[config.mk]
export PLATFORM = sky130hd
export DESIGN_NAME = aud_irq_gen
export DESIGN_NICKNAME = d
export VERILOG_FILES = /design/src/rtl/aud_irq_pkg.sv /design/src/rtl/aud_tx_track.sv /design/src/rtl/aud_rx_track.sv /design/src/rtl/aud_irq_pair.sv /design/src/rtl/aud_irq_gen.sv
export SDC_FILE = /design/constraint.sdc
export NUM_CORES = 1
export LEC_CHECK = 0
export BUFFER_PORTS_ARGS = -buffer_cell sky130_fd_sc_hd__buf_2
export CORE_AREA = 2 2 72 74
export DETAILED_ROUTE_END_ITERATION = 10
export DIE_AREA = 0 0 74 76
export GPL_ROUTABILITY_DRIVEN = 0
export HOLD_SLACK_MARGIN = 0.12
export PLACE_DENSITY = 0.62
export SETUP_SLACK_MARGIN = 0.2
export SYNTH_ARGS = -nofsm -noshare
export SYNTH_HDL_FRONTEND = slang
export SYNTH_SLANG_ARGS = --single-unit
[constraint.sdc]
create_clock -name clk -period 9.4 [get_ports clk]
set_input_delay 1.88 -clock clk [delete_from_list [all_inputs] [get_ports clk]]
set_output_delay 1.88 -clock clk [all_outputs]
set_load 0.02 [all_outputs]
[src/rtl/aud_irq_pkg.sv]
package aud_irq_pkg;

    localparam int NUM_CH = 2;

    // Occupancy step selected from the two qualified strobes.
    typedef enum logic [1:0] {
        STEP_HOLD = 2'b00,
        STEP_DOWN = 2'b01,
        STEP_UP   = 2'b10,
        STEP_SWAP = 2'b11
    } step_t;

    typedef struct packed {
        logic exc;
        logic norm;
    } irq_pair_t;

    function automatic step_t step_of(input logic up, input logic down);
        return step_t'({up, down});
    endfunction

endpackage

[src/rtl/aud_tx_track.sv]
module aud_tx_track
    import aud_irq_pkg::*;
#(
    parameter int DEPTH = 15
) (
    input  logic clk,
    input  logic rst,
    input  logic fifo_en_i,
    input  logic tx_en_i,
    input  logic wr_i,
    input  logic pop_i,
    input  logic clr_i,
    output logic empty_o,
    output logic under_o,
    output logic empty_nx_o,
    output logic under_nx_o
);
    localparam int CW = $clog2(DEPTH + 1);

    logic [CW-1:0] count_q, count_d, cap;
    logic          wr_ok, pop_req, pop_ok;
    step_t         step;

    always_comb begin
        cap     = fifo_en_i ? CW'(DEPTH) : CW'(1);
        wr_ok   = wr_i && (count_q < cap);
        pop_req = pop_i && tx_en_i;
        pop_ok  = pop_req && (count_q != '0);
        step    = step_of(wr_ok, pop_ok);
        unique case (step)
            STEP_UP:   count_d = count_q + CW'(1);
            STEP_DOWN: count_d = count_q - CW'(1);
            default:   count_d = count_q;
        endcase
        under_nx_o = (under_o && !clr_i) || (pop_req && (count_q == '0));
        empty_nx_o = (count_d == '0);
    end

    always_ff @(posedge clk) begin
        if (rst) begin
            count_q <= '0;
            empty_o <= 1'b1;
            under_o <= 1'b0;
        end else begin
            count_q <= count_d;
            empty_o <= empty_nx_o;
            under_o <= under_nx_o;
        end
    end

    assert_depth_bound_R12: assert property (@(posedge clk) disable iff (rst)
        count_q <= CW'(DEPTH));
    assert_write_fills_R2: assert property (@(posedge clk) disable iff (rst)
        (wr_i && (count_q < cap)) |=> !empty_o);
    assert_underrun_set_R4: assert property (@(posedge clk) disable iff (rst)
        (pop_i && tx_en_i && empty_o) |=> under_o);
    assert_idle_pop_R3: assert property (@(posedge clk) disable iff (rst)
        (!tx_en_i && !wr_i) |=> $stable(count_q));

endmodule

[src/rtl/aud_rx_track.sv]
module aud_rx_track
    import aud_irq_pkg::*;
#(
    parameter int DEPTH = 15
) (
    input  logic clk,
    input  logic rst,
    input  logic fifo_en_i,
    input  logic push_i,
    input  logic rd_i,
    input  logic clr_i,
    output logic ready_o,
    output logic over_o,
    output logic ready_nx_o,
    output logic over_nx_o
);
    localparam int CW = $clog2(DEPTH + 1);

    logic [CW-1:0] count_q, count_d, cap;
    logic          push_ok, rd_ok;
    step_t         step;

    always_comb begin
        cap     = fifo_en_i ? CW'(DEPTH) : CW'(1);
        push_ok = push_i && (count_q < cap);
        rd_ok   = rd_i && (count_q != '0);
        step    = step_of(push_ok, rd_ok);
        unique case (step)
            STEP_UP:   count_d = count_q + CW'(1);
            STEP_DOWN: count_d = count_q - CW'(1);
            default:   count_d = count_q;
        endcase
        over_nx_o  = (over_o && !clr_i) || (push_i && !push_ok);
        ready_nx_o = (count_d != '0);
    end

    always_ff @(posedge clk) begin
        if (rst) begin
            count_q <= '0;
            ready_o <= 1'b0;
            over_o  <= 1'b0;
        end else begin
            count_q <= count_d;
            ready_o <= ready_nx_o;
            over_o  <= over_nx_o;
        end
    end

    assert_overrun_set_R8: assert property (@(posedge clk) disable iff (rst)
        (push_i && (count_q >= cap)) |=> over_o);
    assert_last_read_R8: assert property (@(posedge clk) disable iff (rst)
        (rd_i && !push_i && (count_q == CW'(1))) |=> !ready_o);
    assert_overrun_sticky_R9: assert property (@(posedge clk) disable iff (rst)
        (over_o && !clr_i) |=> over_o);

endmodule

[src/rtl/aud_irq_pair.sv]
module aud_irq_pair
    import aud_irq_pkg::*;
(
    input  logic      clk,
    input  logic      rst,
    input  logic      en_i,
    input  logic      svc_nx_i,
    input  logic      err_nx_i,
    output irq_pair_t pair_o
);
    irq_pair_t pair_d;

    always_comb begin
        pair_d.exc  = en_i && svc_nx_i && err_nx_i;
        pair_d.norm = en_i && svc_nx_i && !err_nx_i;
    end

    always_ff @(posedge clk) begin
        if (rst) pair_o <= '0;
        else     pair_o <= pair_d;
    end

    assert_pair_exclusive_R6: assert property (@(posedge clk) disable iff (rst)
        !(pair_o.exc && pair_o.norm));
    assert_mask_R7: assert property (@(posedge clk) disable iff (rst)
        !en_i |=> (pair_o == '0));

endmodule

[src/rtl/aud_irq_gen.sv]
module aud_irq_gen
    import aud_irq_pkg::*;
#(
    parameter int DEPTH = 15
) (
    input  logic              clk,
    input  logic              rst,
    input  logic              tx_en,
    input  logic              tx_ie,
    input  logic              rx_ie,
    input  logic              fifo_en,
    input  logic              dual_mode,
    input  logic [NUM_CH-1:0] host_tx_wr,
    input  logic [NUM_CH-1:0] ser_tx_pop,
    input  logic [NUM_CH-1:0] host_rx_rd,
    input  logic [NUM_CH-1:0] ser_rx_push,
    input  logic [NUM_CH-1:0] clr_tx_under,
    input  logic [NUM_CH-1:0] clr_rx_over,
    output logic [NUM_CH-1:0] tx_empty,
    output logic [NUM_CH-1:0] tx_under,
    output logic [NUM_CH-1:0] rx_ready,
    output logic [NUM_CH-1:0] rx_over,
    output logic [NUM_CH-1:0] irq_tx_norm,
    output logic [NUM_CH-1:0] irq_tx_exc,
    output logic [NUM_CH-1:0] irq_rx_norm,
    output logic [NUM_CH-1:0] irq_rx_exc
);

    for (genvar ch = 0; ch < NUM_CH; ch++) begin : g_ch
        logic      active;
        logic      empty_nx, under_nx, ready_nx, over_nx;
        irq_pair_t tx_pair, rx_pair;

        assign active = (ch == 0) ? 1'b1 : dual_mode;

        aud_tx_track #(.DEPTH(DEPTH)) u_tx (
            .clk        (clk),
            .rst        (rst),
            .fifo_en_i  (fifo_en),
            .tx_en_i    (tx_en),
            .wr_i       (host_tx_wr[ch] && active),
            .pop_i      (ser_tx_pop[ch] && active),
            .clr_i      (clr_tx_under[ch]),
            .empty_o    (tx_empty[ch]),
            .under_o    (tx_under[ch]),
            .empty_nx_o (empty_nx),
            .under_nx_o (under_nx)
        );

        aud_rx_track #(.DEPTH(DEPTH)) u_rx (
            .clk        (clk),
            .rst        (rst),
            .fifo_en_i  (fifo_en),
            .push_i     (ser_rx_push[ch] && active),
            .rd_i       (host_rx_rd[ch] && active),
            .clr_i      (clr_rx_over[ch]),
            .ready_o    (rx_ready[ch]),
            .over_o     (rx_over[ch]),
            .ready_nx_o (ready_nx),
            .over_nx_o  (over_nx)
        );

        aud_irq_pair u_tx_irq (
            .clk      (clk),
            .rst      (rst),
            .en_i     (tx_ie && tx_en && active),
            .svc_nx_i (empty_nx),
            .err_nx_i (under_nx),
            .pair_o   (tx_pair)
        );

        aud_irq_pair u_rx_irq (
            .clk      (clk),
            .rst      (rst),
            .en_i     (rx_ie && active),
            .svc_nx_i (ready_nx),
            .err_nx_i (over_nx),
            .pair_o   (rx_pair)
        );

        assign irq_tx_exc[ch]  = tx_pair.exc;
        assign irq_tx_norm[ch] = tx_pair.norm;
        assign irq_rx_exc[ch]  = rx_pair.exc;
        assign irq_rx_norm[ch] = rx_pair.norm;
    end

    assert_single_quiet_R11: assert property (@(posedge clk) disable iff (rst)
        !dual_mode |=> !(irq_tx_exc[1] || irq_tx_norm[1] || irq_rx_exc[1] || irq_rx_norm[1]));
    assert_tx_irq_needs_empty_R5: assert property (@(posedge clk) disable iff (rst)
        (irq_tx_norm[0] || irq_tx_exc[0]) |-> tx_empty[0]);
    assert_rx_irq_needs_ready_R10: assert property (@(posedge clk) disable iff (rst)
        (irq_rx_norm[0] || irq_rx_exc[0]) |-> rx_ready[0]);

endmodule

---- Yosys cells after proc, flatten, opt, wreduce, memory -nomap -nowiden ----
Index checks and enable logic that the tools add are counted.
operators by class
  bitwise gates (word level) .............. 0
  divide/modulo/power cells ............... 0
  multipliers ............................. 0
  reductions and logical operators ........ 61
  equal/unequal tests ..................... 8
  shift-type cells ........................ 0
  muxes and demuxes ....................... 5
  order comparisons ....................... 4
  add/sub/neg operators ................... 8
operators by type and width
  cell                                                  count
  logical AND 1 bit                                     37
  one-hot mux 4 bit (2 select lines)                    4
  nonzero test 4 bit                                    6
  adder 4 x 1 -> 4 bit (second input constant)          4
  zero test 4 bit                                       4
  less-than comparator 4 bit                            4
  subtractor 4 x 1 -> 4 bit (second input constant)     4
  zero test 1 bit                                       10
  equality test 2 x 1 -> 1 bit (second input constant)  4
  equality test 2 bit (second input constant)           4
  logical OR 1 bit                                      4
  two-way mux 4 bit                                     1
word-level totals
  RAM bits ................................ 0
  output and inout bits ................... 16
  bits of input ports ..................... 19
  logic and storage cells ................. 106
  memories ................................ 0
  bits in latches ......................... 0
  register bits ........................... 32
  bits in read-only memories .............. 0

---- Longest topological paths before layout ----
  word-level depth ........................ 8
  depth in mapped cells ................... 14
  depth with buffers taken out ............ 14

---- Hierarchy ----
Synthesis repeated with hierarchy kept, for this count alone.
second synthesis, totals
  cell total of the unflattened synthesis .. 231
  area, all modules ....................... 2,164.6 um^2
by module, submodules not included
  module        area an instance (um^2)  cells each  sequential area each (um^2)  times used
  aud_tx_track  485.5                    55          120.1                        2
  aud_rx_track  444.2                    49          120.1                        2
  aud_irq_pair  63.8                     4           40.0                         4
  aud_irq_gen   50.0                     7           0.0                          1

---- Worst setup path after synthesis ----
Ideal clock, no wire load.
  path kind ............................... input port to flip-flop
  start ................................... input port fifo_en
  end ..................................... register g_ch[1].u_rx_irq.pair_o[1] in the netlist's numbering
  arrival time ............................ 4,504 ps
  stages on the path ...................... 13
  data required time ...................... 9,273 ps
  path buffers ............................ 1
  path slack .............................. 4,769 ps
  setup time .............................. 127 ps
  cells stage by stage .................... inv_1 > ha_1 > a21o_1 > a21o_1 > a21oi_1 > nand3_1 > ha_1 > buf_6 > or4b_4 > o22ai_2 > nor3_2 > nor4b_4 > nor3_1
on the way
  longest elaborated chain between the ends .. 8
  elaborated cells on any way between the ends .. 12
  classes of those cells .................. 1 x order compare; 2 x eq/ne; 2 x mux; 7 x reduce/logical
ends and longest elaborated chain
  item                                                                        RTL line            RTL
  start: declaration                                                          aud_irq_gen.sv:11   input logic fifo_en,
  two-way mux 4 bit *                                                         aud_rx_track.sv:24  cap = fifo_en_i ? CW'(DEPTH) : CW'(1);
  less-than comparator 4 bit *                                                aud_rx_track.sv:25  push_ok = push_i && (count_q < cap);
  logical AND 1 bit *                                                         aud_rx_track.sv:25
  equality test 2 x 1 -> 1 bit / equality test 2 bit (equally long branches)  aud_rx_track.sv:28  unique case (step)
  one-hot mux 4 bit (2 select lines)                                          aud_rx_track.sv:28
  nonzero test 4 bit                                                          aud_rx_track.sv:34  ready_nx_o = (count_d != '0);
  logical AND 1 bit                                                           aud_irq_pair.sv:14  pair_d.exc = en_i && svc_nx_i && err_nx_i;
  logical AND 1 bit *                                                         aud_irq_pair.sv:14
  end signal: assignment                                                      aud_irq_pair.sv:20  else pair_o <= pair_d;
  end: declaration                                                            aud_irq_pair.sv:9   output irq_pair_t pair_o
Every way passes the cells marked *; elsewhere a longest branch is shown, timed or not.
A chain may end at the register's enable or synchronous reset.

---- Worst setup path after layout ----
  start ................................... input port fifo_en
  end ..................................... register g_ch[0].u_rx_irq.pair_o[0] in the netlist's numbering
on the way
  longest elaborated chain between the ends .. 8
  elaborated cells on any way between the ends .. 13
  classes of those cells .................. 1 x order compare; 2 x eq/ne; 2 x mux; 8 x reduce/logical
ends and longest elaborated chain
  item                                                                            RTL line                                RTL
  two-way mux 4 bit *                                                             aud_rx_track.sv:24
  less-than comparator 4 bit *                                                    aud_rx_track.sv:25
  logical AND 1 bit *                                                             aud_rx_track.sv:25
  equality test 2 x 1 -> 1 bit (tied with other cells)                            aud_rx_track.sv:28
  one-hot mux 4 bit (2 select lines) / logical AND 1 bit (equally long branches)  aud_rx_track.sv:28, aud_rx_track.sv:33
  nonzero test 4 bit / logical OR 1 bit (equally long branches)                   aud_rx_track.sv:34, aud_rx_track.sv:33
  logical AND 1 bit / zero test 1 bit (equally long branches)                     aud_irq_pair.sv:15                      pair_d.norm = en_i && svc_nx_i && !err_nx_i;
  logical AND 1 bit *                                                             aud_irq_pair.sv:15
  end signal: assignment                                                          aud_irq_pair.sv:20
  end: declaration                                                                aud_irq_pair.sv:9
Marked as above.

==> flow_summary_export.csv <==
group,metric,value,unit
critical_path,path_cells,"buf_2, inv_1, ha_1, a21o_1, a21o_1, a21oi_1, nand2_1, ha_1, xor2_1, ha_1, a21oi_1, mux2i_1, xnor2_1, nor4_1, nor4bb_1",
timing,timing.fmax,0.2109,GHz
timing,min_period_over_period,0.5045,
cts,clock-root-buffer,"clkbuf_8",
critical_path,critPathArrivalTime,4.89,ns
cts,clockBufferDepth,2,
drt,route.vias.total,1613,
placed_design,dp_cells,317,
power,combPwrFrac,0.427,
critical_path,slowest_delay,0.47,ns
yosys,syn-instance-count,233,
drt,drt-pass1-iter-count,4,
critical_path,critPathMostFrequentCell,"ha_1",
timing,slew_viol_final,0,
grt,grt_overflow,0,
drt,routedWlPerCell,11.97,um
critical_path,cp_slowest_cell,"nor4_1",
critical_path,critPathKind,"in2reg",
floorplan,rows,26,
critical_path,ff2ff_path_depth,13,
power,p_leak,1.140,nW
power,internal-power,0.3276,mW
critical_path,path_max_fanout,12,
yosys,ys_seq_area_frac,0.3051,
cts,htree_levels,2,
drt,drc_errors,0,
critical_path,r2r-end,"g_ch[0].u_rx_irq.pair_o[0]",
grt,grt_usage,0.1524,
timing,period_needed,4.742,ns
power,p_per_area,230.5,mW/mm^2
hold_path,hold_depth,2,
drt,drtIter0Drc,90,
cts,tritoncts,"yes",
floorplan,die_x,74,um
timing,finalHoldViolations,0,
yosys,syn_area,0.002100,mm^2
timing,finalSetupTns,0,ns
outcome,status,"completed",
final_layout,seqCellArea,640.6,um^2
yosys,synth_edf_count,0,
floorplan,die_h,76,um
cts,cts_resized,0,
floorplan,core,0.004912,mm^2
hold_path,worstHoldPathType,"reg2reg",
floorplan,die_area,0.005624,mm^2
power,p_sw,0.2080,mW
power,clkPwrFrac,0.205,
final_layout,fill_cells,483,
grt,grt_max_degree,30,
final_layout,instances_no_fill,325,
yosys,yosys_warnings,0,
grt,antenna_found_initial,0,
cts,cts_buffers,5,
job,maxCapViolCount,0,
critical_path,start_kind,"input port",
critical_path,r2r_setup_slack,6.18,ns
cts,clock_latency,0.28,ns
hold_path,min_from,"g_ch[0].u_rx.over_o",
critical_path,required,9.55,ns
final_layout,area_growth,10.67,%
cts,clkTransAtPathRegs,0.06,ns
timing,worstMarginPinSlew,0.5249,ns
drt,viasPerCell,4.963,
floorplan,start_util,0.4274,
drt,wl,3889,um
yosys,syn_nets,276,
timing,rsz0062_at_grt,"false",
yosys,synth_flop_cell,"dfxtp_1",
power,vdd_drop_max,0.0001546,V
power,swShare,0.3883,
final_layout,insertedDiodeCount,0,
cts,post_cts_buffers,0,
final_layout,drive_above_1_share,0.2039,
placed_design,place_hpwl,2903,um
yosys,ys_async_sr_fraction,0,
timing,skew,0.006662,ns
cts,postCtsHoldBufs,0,
final_layout,nets,297,
placed_design,numPortBuffers,34,
grt,grt_pass1_vias,1469,
critical_path,cp-end-kind,"flop",
hold_path,holdPathEnd,"g_ch[0].u_rx.over_o",
yosys,ys_seq_elements,32,
power,pwr-share-seq,0.368,
final_layout,multi_input_area,0.001305,mm^2
timing,maxSlewHeadroom,0.6468,
yosys,syn_area_per_cell,9.011,um^2
floorplan,num_io_pins,35,
yosys,synthDistinctLibCells,50,
grt,grt_pass1_wl,6637,um
critical_path,reg2reg_from,"g_ch[0].u_rx.count_q[1]",
cts,clock-sinks,32,
drt,final_antenna_net_count,0,
timing,setup_viol,0,
## stage by stage
stage / power [mW] / setup slack [ns] / utilization / area, um^2 / hold slack, ns
2_1_floorplan: 0.3938 / 4.769 / - / 2100 / 0.4807
3_3_place_gp: 0.4265 / 4.330 / 0.4547 / 2233 / 0.5068
3_5_place_dp: 0.4287 / 4.350 / 0.4547 / 2233 / 0.5233
4_1_cts: 0.5410 / 4.653 / 0.4730 / 2323 / 0.5359
5_1_grt: 0.5837 / 4.380 / 0.4730 / 2323 / 0.5675
6_report: 0.5356 / 4.658 / 0.4730 / 2323 / 0.5299
## cell usage in the layout, fill, tap and decap left out, drive strengths merged, types with 7 or more instances in the layout
cell type / n
o21ai: 7
buf: 34
xor2: 12
ha: 24
nor2b: 10
nor2: 34
a21oi: 10
inv: 8
dfxtp: 32
mux2i: 8
clkbuf: 8
## how the worst max path moves through the flow
stage                        from                         end  slack [ns]  depth (start not counted)
after floorplan           fifo_en  g_ch[1].u_rx_irq.pair_o[1]        4.77                         13
after global routing      fifo_en  g_ch[0].u_rx_irq.pair_o[0]        4.38                         15
after CTS                 fifo_en  g_ch[0].u_rx_irq.pair_o[0]        4.65                         15
after detailed placement  fifo_en  g_ch[0].u_rx_irq.pair_o[0]        4.35                         15
final                     fifo_en  g_ch[0].u_rx_irq.pair_o[0]        4.66                         15
after global placement    fifo_en  g_ch[0].u_rx_irq.pair_o[0]        4.33                         15
## cells in the mapped netlist, drive strengths merged (3+ instances only)
cell,instances,area share
nor2,34,0.061
dfxtp,32,0.31
ha,24,0.14
buf,12,0.044
xor2,12,0.050
a21oi,10,0.024
nor2b,10,0.030
clkbuf,8,0.015
inv,8,0.014
mux2i,8,0.038
o21ai,7,0.017
nand2,6,0.011
a21o,5,0.018
nand3,5,0.014
nand3b,5,0.018
nor4,5,0.015
nand4b,4,0.017
nor3,4,0.012
nand2b,3,0.0089
## power groups by stage
| stage | Combinational [mW] | Clock, mW | Sequential (mW) |
|---|---|---|---|
| after floorplan | 0.207 | 0 | 0.187 |
| after global placement | 0.226 | 0 | 0.201 |
| after detailed placement | 0.228 | 0 | 0.201 |
| after CTS | 0.230 | 0.114 | 0.197 |
| after global routing | 0.261 | 0.120 | 0.202 |
| final | 0.229 | 0.110 | 0.197 |
## layout make-up
cell class                      count  area share
Timing Repair Buffer               34     0.07324
Multi-Input combinational cell    173      0.5617
Inverter                            8     0.01292
Clock buffer                        8     0.03877
Tap cell                           70     0.03770
Sequential cell                    32      0.2757
## routing by layer
| metal | global-route usage | share of wire |
|---|---|---|
| met1 | 0.2080 | 0.51 |
| met2 | 0.2214 | 0.44 |
| met5 | 0 | 0 |
| met4 | 0.07091 | 0.023 |
| met3 | 0.03968 | 0.026 |
## state kept, by name, indices dropped and copies added (netlist names)
signal / cells
g_ch.u_rx_irq.pair_o: 4
g_ch.u_rx.over_o: 2
g_ch.u_tx.count_q: 8
g_ch.u_rx.ready_o: 2
g_ch.u_tx.under_o: 2
g_ch.u_rx.count_q: 8
g_ch.u_tx_irq.pair_o: 4
g_ch.u_tx.empty_o: 2
## critical path, delay by kind of cell
| kind | cells | cell delay (ns) |
|---|---|---|
| mux | 1 | 0.24 |
| compound gates | 4 | 0.66 |
| simple gates | 3 | 0.70 |
| xor+xnor | 2 | 0.27 |
| fa+ha+maj | 3 | 0.75 |
| buf+inv | 2 | 0.40 |
## cells by family (layout without fill, tap and decap cells)
logic type               count (synthesis)  in the layout  share of synthesized area
flip-flops                              32             32                     0.3051
AO/OA/AOI/OAI                           39             39                     0.1317
multiplexers                             8              8                    0.03814
adder cells (fa/ha/maj)                 24             24                     0.1430
buffers and inverters                   28             50                    0.07330
AND/OR/NAND/NOR                         89             89                     0.2545
XOR/XNOR                                13             13                    0.05423
No activity file was read; power rests on OpenSTA's default activity.
